<file path="config.mk">
export PLATFORM = sky130hd
export DESIGN_NAME = priv_exc_unit
export DESIGN_NICKNAME = d
export VERILOG_FILES = /design/src/rtl/pxv_pkg.sv /design/src/rtl/pxv_prot_check.sv /design/src/rtl/pxv_oneshot_timer.sv /design/src/rtl/pxv_entry_seq.sv /design/src/rtl/priv_exc_unit.sv
export SDC_FILE = /design/constraint.sdc
export NUM_CORES = 1
export LEC_CHECK = 0
export BUFFER_PORTS_ARGS = -buffer_cell sky130_fd_sc_hd__buf_4
export CAP_MARGIN = 10
export CORE_ASPECT_RATIO = 0.9
export CORE_MARGIN = 2
export CORE_UTILIZATION = 38
export DETAILED_ROUTE_END_ITERATION = 6
export SLEW_MARGIN = 0
export SYNTH_ARGS = -nofsm -noshare
export SYNTH_HDL_FRONTEND = slang
export SYNTH_SLANG_ARGS = --single-unit
</file>
<file path="constraint.sdc">
create_clock -name clk -period 2.6 [get_ports clk]
set_clock_uncertainty 0.15 [all_clocks]
set_input_delay 0.39 -clock clk [delete_from_list [all_inputs] [get_ports clk]]
set_output_delay 0.39 -clock clk [all_outputs]
set_load 0.01 [all_outputs]
</file>
<file path="src/rtl/pxv_pkg.sv">
package pxv_pkg;
  localparam int WORD_W = 16;
  localparam int VEC_W  = 8;

  typedef enum logic [2:0] {
    ST_IDLE,
    ST_ENTER,
    ST_PUSH_SR,
    ST_PUSH_PC,
    ST_VECTOR
  } seq_state_e;

  typedef struct packed {
    logic [WORD_W-1:0] pc;
    logic [WORD_W-2:0] sr;
    logic [VEC_W-1:0]  vec;
  } entry_snap_t;
endpackage

</file>
<file path="src/rtl/pxv_prot_check.sv">
module pxv_prot_check
  import pxv_pkg::*;
#(
  parameter logic [WORD_W-1:0] LIMIT    = 16'h3000,
  parameter logic [WORD_W-1:0] TRAP_TOP = 16'h01FF
) (
  input  logic              acc_valid,
  input  logic [WORD_W-1:0] acc_addr,
  input  logic              acc_trap,
  input  logic              user_mode,
  input  logic              seq_idle,
  output logic              fault,
  output logic              start
);
  logic below_limit;
  logic exempt;

  always_comb begin
    below_limit = (acc_addr < LIMIT);
    exempt      = acc_trap && (acc_addr <= TRAP_TOP);
    fault       = acc_valid && seq_idle && user_mode && below_limit && !exempt;
    start       = acc_valid && seq_idle && !fault;
  end
endmodule

</file>
<file path="src/rtl/pxv_oneshot_timer.sv">
module pxv_oneshot_timer
  import pxv_pkg::*;
#(
  parameter int                FIRE_AT = 300,
  parameter logic [VEC_W-1:0]  VEC     = 8'h01
) (
  input  logic             clk,
  input  logic             rst_n,
  input  logic             take,
  output logic             pending,
  output logic [VEC_W-1:0] vec
);
  localparam int CNT_W = $clog2(FIRE_AT + 1);
  localparam logic [CNT_W-1:0] LAST = CNT_W'(FIRE_AT - 1);

  logic [CNT_W-1:0] cnt;
  logic             fired;

  always_ff @(posedge clk or negedge rst_n) begin
    if (!rst_n) begin
      cnt     <= '0;
      fired   <= 1'b0;
      pending <= 1'b0;
      vec     <= '0;
    end else begin
      if (!fired) begin
        if (cnt == LAST) begin
          fired   <= 1'b1;
          pending <= 1'b1;
          vec     <= VEC;
        end else begin
          cnt <= cnt + 1'b1;
        end
      end
      if (take) pending <= 1'b0;
    end
  end
endmodule

</file>
<file path="src/rtl/pxv_entry_seq.sv">
module pxv_entry_seq
  import pxv_pkg::*;
#(
  parameter logic [WORD_W-1:0] VEC_BASE = 16'h0200,
  parameter logic [WORD_W-1:0] SSP_INIT = 16'h3000
) (
  input  logic              clk,
  input  logic              rst_n,
  input  logic              take_exc,
  input  logic              take_irq,
  input  logic [VEC_W-1:0]  exc_vec,
  input  logic [VEC_W-1:0]  irq_vec,
  input  logic [WORD_W-1:0] cur_pc,
  input  logic [WORD_W-2:0] cur_status,
  input  logic [WORD_W-1:0] cur_sp,
  input  logic              rti_valid,
  input  logic              rti_priv,
  input  logic              push_ready,
  output logic              user_mode,
  output logic              seq_idle,
  output logic              sp_load,
  output logic [WORD_W-1:0] sp_value,
  output logic              push_valid,
  output logic [WORD_W-1:0] push_addr,
  output logic [WORD_W-1:0] push_data,
  output logic              vec_valid,
  output logic [WORD_W-1:0] vec_addr
);
  localparam logic [WORD_W-1:0] STEP = WORD_W'(2);

  seq_state_e        state;
  entry_snap_t       snap;
  logic [WORD_W-1:0] usp_save;
  logic [WORD_W-1:0] ssp_save;
  logic              take;
  logic              rti_ok;

  assign take   = take_exc || take_irq;
  assign rti_ok = (state == ST_IDLE) && rti_valid && !user_mode;

  always_ff @(posedge clk or negedge rst_n) begin
    if (!rst_n) begin
      state     <= ST_IDLE;
      snap      <= '0;
      usp_save  <= '0;
      ssp_save  <= SSP_INIT;
      user_mode <= 1'b1;
    end else begin
      unique case (state)
        ST_IDLE: begin
          if (take) begin
            snap.pc   <= cur_pc;
            snap.sr   <= cur_status;
            snap.vec  <= take_exc ? exc_vec : irq_vec;
            usp_save  <= cur_sp;
            user_mode <= 1'b0;
            state     <= ST_ENTER;
          end else if (rti_ok) begin
            user_mode <= rti_priv;
            if (rti_priv) ssp_save <= cur_sp;
          end
        end
        ST_ENTER:   state <= ST_PUSH_SR;
        ST_PUSH_SR: if (push_ready) state <= ST_PUSH_PC;
        ST_PUSH_PC: if (push_ready) state <= ST_VECTOR;
        ST_VECTOR:  state <= ST_IDLE;
        default:    state <= ST_IDLE;
      endcase
    end
  end

  always_comb begin
    seq_idle   = (state == ST_IDLE);
    push_valid = (state == ST_PUSH_SR) || (state == ST_PUSH_PC);
    push_addr  = (state == ST_PUSH_SR) ? ssp_save - STEP : ssp_save - (STEP << 1);
    push_data  = (state == ST_PUSH_SR) ? {1'b1, snap.sr} : snap.pc;
    vec_valid  = (state == ST_VECTOR);
    vec_addr   = VEC_BASE + (WORD_W'(snap.vec) << 1);
    sp_load    = (state == ST_ENTER) || (state == ST_VECTOR) || (rti_ok && rti_priv);
    unique case (state)
      ST_ENTER:  sp_value = ssp_save;
      ST_VECTOR: sp_value = ssp_save - (STEP << 1);
      default:   sp_value = usp_save;
    endcase
  end
endmodule

</file>
<file path="src/rtl/priv_exc_unit.sv">
module priv_exc_unit
  import pxv_pkg::*;
#(
  parameter logic [WORD_W-1:0] PROT_LIMIT  = 16'h3000,
  parameter logic [WORD_W-1:0] TRAP_TOP    = 16'h01FF,
  parameter int                TIMER_CYCLE = 300,
  parameter logic [VEC_W-1:0]  TIMER_VEC   = 8'h01,
  parameter logic [VEC_W-1:0]  PROT_VEC    = 8'h02,
  parameter logic [WORD_W-1:0] VEC_BASE    = 16'h0200,
  parameter logic [WORD_W-1:0] SSP_INIT    = 16'h3000
) (
  input  logic              clk,
  input  logic              rst_n,
  input  logic              acc_valid,
  input  logic [WORD_W-1:0] acc_addr,
  input  logic              acc_trap,
  output logic              mem_start,
  output logic              prot_fault,
  input  logic              insn_boundary,
  output logic              irq_pending,
  input  logic [WORD_W-1:0] cur_pc,
  input  logic [WORD_W-2:0] cur_status,
  input  logic [WORD_W-1:0] cur_sp,
  input  logic              rti_valid,
  input  logic              rti_priv,
  output logic              user_mode,
  output logic              sp_load,
  output logic [WORD_W-1:0] sp_value,
  output logic              push_valid,
  input  logic              push_ready,
  output logic [WORD_W-1:0] push_addr,
  output logic [WORD_W-1:0] push_data,
  output logic              vec_valid,
  output logic [WORD_W-1:0] vec_addr
);
  logic             seq_idle;
  logic             take_irq;
  logic [VEC_W-1:0] irq_vec;

  pxv_prot_check #(.LIMIT(PROT_LIMIT), .TRAP_TOP(TRAP_TOP)) u_check (
    .acc_valid(acc_valid), .acc_addr(acc_addr), .acc_trap(acc_trap),
    .user_mode(user_mode), .seq_idle(seq_idle),
    .fault(prot_fault), .start(mem_start)
  );

  // a fault wins over a boundary interrupt in the same cycle
  assign take_irq = irq_pending && insn_boundary && user_mode && seq_idle && !prot_fault;

  pxv_oneshot_timer #(.FIRE_AT(TIMER_CYCLE), .VEC(TIMER_VEC)) u_timer (
    .clk(clk), .rst_n(rst_n), .take(take_irq),
    .pending(irq_pending), .vec(irq_vec)
  );

  pxv_entry_seq #(.VEC_BASE(VEC_BASE), .SSP_INIT(SSP_INIT)) u_seq (
    .clk(clk), .rst_n(rst_n),
    .take_exc(prot_fault), .take_irq(take_irq),
    .exc_vec(PROT_VEC), .irq_vec(irq_vec),
    .cur_pc(cur_pc), .cur_status(cur_status), .cur_sp(cur_sp),
    .rti_valid(rti_valid), .rti_priv(rti_priv), .push_ready(push_ready),
    .user_mode(user_mode), .seq_idle(seq_idle),
    .sp_load(sp_load), .sp_value(sp_value),
    .push_valid(push_valid), .push_addr(push_addr), .push_data(push_data),
    .vec_valid(vec_valid), .vec_addr(vec_addr)
  );
endmodule

</file>
==> run summary <==
Hold Crit Class: in2reg
static leakage: 2.89 nW
Synth Warn #: 0
worst vdd ir: 0.721 mV
Arr. time, crit path: 2.18 ns
Final Hold Fails: 0
CTS tree: built
1st-iter DRT viols: 180
worst reg2reg endpoint: u_seq.snap[32]$_DFFE_PN0P_
reg2reg start: u_seq.state[0]$_DFFE_PN0P_
Post-synth EDFFs: 0
WHS Path Cells: 2
core area: 10900 µm²
WL met3: 837 µm
RSZ-0062 raised after global routing: yes
design area: 6150 µm²
Clock Power Share: 16.7%
Pint: 5.15 mW
vias in the first global route: 3399
CP Capture Type: output port
placed cell count: 633
synthesis-stage register bit count: 81
Post-synth ARST share: 100%
slew margin rel.: 65.7%
met1 WL: 4560 µm
DRC Markers: 0
via count: 3335
drt pass-1 iters: 4
sequential area share after synthesis: 47.2%
DR vias/cell: 5.03
io pins: 142
worst slew pin tran: 0.513 ns
Net Sw Power: 3.00 mW
Port Buf Inserts: 118
Num CTS Buffers: 9
Power Density: 1330 nW/µm²
Initial Util: 39.3%
Layout Cells excl Fill: 663
Top Layer Used: met4
count of final setup violators: 10
Worst-path clk slew: 0.06 ns
Max H-tree Level: 3
Max Cap Viol: 0
grt ovf: 0
fin nets: 580
largest net degree at the start of global routing: 37
die width: 116 µm
Gate Count Post-Synth: 363
Rows: 36
post-DP HPWL: 7620 µm
initial antenna violation count: 0
WS Path Type: reg2out
Hold Path Origin: push_ready
Fmax: 368 MHz
layout cells sized above 1: 59.5%
Crit Path Max Fanout: 6
Placer Congestion: 0.858
Routed Antenna Nets: 0
hold path endpoint: u_seq.state[1]$_DFFE_PN0P_
sw frac: 36.8%
Die Height: 105 µm
count of pins over their slew limit: 0
Post-synth top flop: dfrtp_1
Die Area: 12200 µm²
mapped cell area: 4300 µm²
first-pass GRT wire length: 16800 µm
antenna cell count: 0
setup TNS: -0.745 ns
CP Launch Type: flip-flop
Skew-Pair Late Insertion Delay: 0.33 ns
DRT Wirelength: 10800 µm
routed len/inst: 16.2 µm
Final Cycle Share: 105%
WL met2: 5190 µm
Layout area overhead: 43.0%
most frequent cell after synthesis: dfrtp_1
Combinational Power Share: 56.9%
minimum clock period: 2.72 ns
Clock Tree Buf Depth: 2
Sequential Power Share: 26.4%
All-Layer GR Usage: 17.6%
Cell Area, Placed: 5420 µm²
setup slack, reg-to-reg: 0.19 ns
power consumption: 8.15 mW
CTS sink cnt: 81
Synth top area share: 45.4%
Synth top cells by count: dfrtp_1, mux2_2, nand2_1
outcome: finished with violations
setup ws final: -0.119 ns
Mean Syn Cell Area: 11.8 µm²
post-synth top area cell: dfrtp_1
multi-input logic area: 2320 µm²
root cell of the clock tree: clkbuf_16
failing checks: negative setup slack
fillers: 953
register area: 2040 µm²
post-synth cell types: 53
reg2reg path depth: 6
top cells by area, synth: dfrtp_1, mux2_2, buf_4
Critical Path RT: 2.06 ns
-- flip-flops by register name, summed over array words and instances (netlist names) --
register and cells:
u_seq.snap 33, u_seq.ssp_save 16, u_seq.usp_save 16, u_timer.cnt 9
u_seq.state 3, u_seq.user_mode 1, u_timer.fired 1, u_timer.pending 1
u_timer.vec 1
-- repair_timing --
action	CTS	global route
resized for setup	33	39
hold buffers	1	0
gates cloned	0	0
pin swaps	5	10
endpoints found under the hold margin	20	0
endpoints found under the setup margin	26	25
setup buffers	2	11
-- power by group through the flow --
stage	registers, mW	logic (mW)	clock network (mW)
6_report	2.15	4.64	1.36
2_1_floorplan	2.01	2.29	0
5_1_grt	2.22	4.98	1.45
4_1_cts	2.12	4.16	1.40
3_5_place_dp	2.12	3.89	0
3_3_place_gp	2.10	3.85	0
-- placed cells by master (no fill, tap or decap), types with 3 or more instances in the layout --
| cell | instances |
|---|---|
| a21o_1 | 3 |
| a21oi_1 | 6 |
| a221o_1 | 8 |
| buf_12 | 3 |
| buf_4 | 143 |
| buf_6 | 9 |
| clkbuf_16 | 9 |
| conb_1 | 14 |
| dfrtp_1 | 74 |
| dfrtp_2 | 4 |
| dfstp_2 | 3 |
| inv_1 | 3 |
| inv_2 | 3 |
| mux2_2 | 71 |
| mux2_4 | 8 |
| nand2_1 | 18 |
| nand2_2 | 3 |
| nand3_1 | 6 |
| nand4_1 | 4 |
| nor2_1 | 12 |
| nor2_2 | 3 |
| nor3_1 | 3 |
| nor3_4 | 4 |
| nor4_4 | 3 |
| nor4b_2 | 4 |
| o21ai_0 | 6 |
| o21ai_1 | 3 |
| xnor2_1 | 10 |
| xnor2_2 | 3 |
| xor2_1 | 10 |
-- final cells by class --
class / count / share of cell area [%]
Clock buffer: 12 / 4.01
Clock inverter: 4 / 1.24
Inverter: 7 / 0.509
Multi-Input combinational cell: 251 / 37.8
Sequential cell: 81 / 33.1
Tap cell: 152 / 3.09
Timing Repair Buffer: 156 / 20.3
-- per-stage QoR --
step / util, % / setup WS (ns) / hold WS, ns
floorplan: - / 0.220 / -0.0556
global placement: 49.5 / 0.0505 / 0.171
detailed placement: 49.5 / 0.0499 / 0.172
CTS: 53.7 / -0.148 / 0.102
global route: 56.2 / -0.220 / 0.116
finish: 56.2 / -0.119 / 0.114
-- critical path, stage by stage (launching register included) --
cell     delay, ns
dfrtp_1       0.38
inv_2         0.08
ha_4          0.13
or4b_4        0.56
nor3_4        0.19
a21oi_1       0.09
a221o_1       0.28
buf_6         0.13
-- how the worst max path moves through the flow --
stage / startpoint / end / slack [ns] / depth (start not counted)
floorplan: u_seq.ssp_save[2]$_DFFE_PN0P_ / push_addr[14] / 0.22 / 6
global placement: u_seq.ssp_save[2]$_DFFE_PN0P_ / sp_value[14] / 0.05 / 7
detailed placement: u_seq.ssp_save[2]$_DFFE_PN0P_ / sp_value[14] / 0.05 / 7
CTS: u_seq.ssp_save[2]$_DFFE_PN0P_ / push_addr[9] / -0.15 / 8
global route: u_seq.ssp_save[2]$_DFFE_PN0P_ / sp_value[14] / -0.22 / 7
finish: u_seq.ssp_save[2]$_DFFE_PN0P_ / sp_value[12] / -0.12 / 7
-- metal layers --
metal | vias up | GRT usage (%)
met5 | - | 0
met4 | 0 | 5.19
met3 | 15 | 5.80
met2 | 128 | 28.2
met1 | 1637 | 22.7
li1 | 1555 | -
-- logic make-up after synthesis --
group,after synthesis,synth area share [%]
fa+ha+maj,3,0.873
xor+xnor,23,4.69
mux,82,22.1
simple gates,91,12.4
flops,81,47.2
compound gates,38,6.40
other cells,2,0.175
buf+inv,43,6.08
No activity file was read; power rests on OpenSTA's default activity.
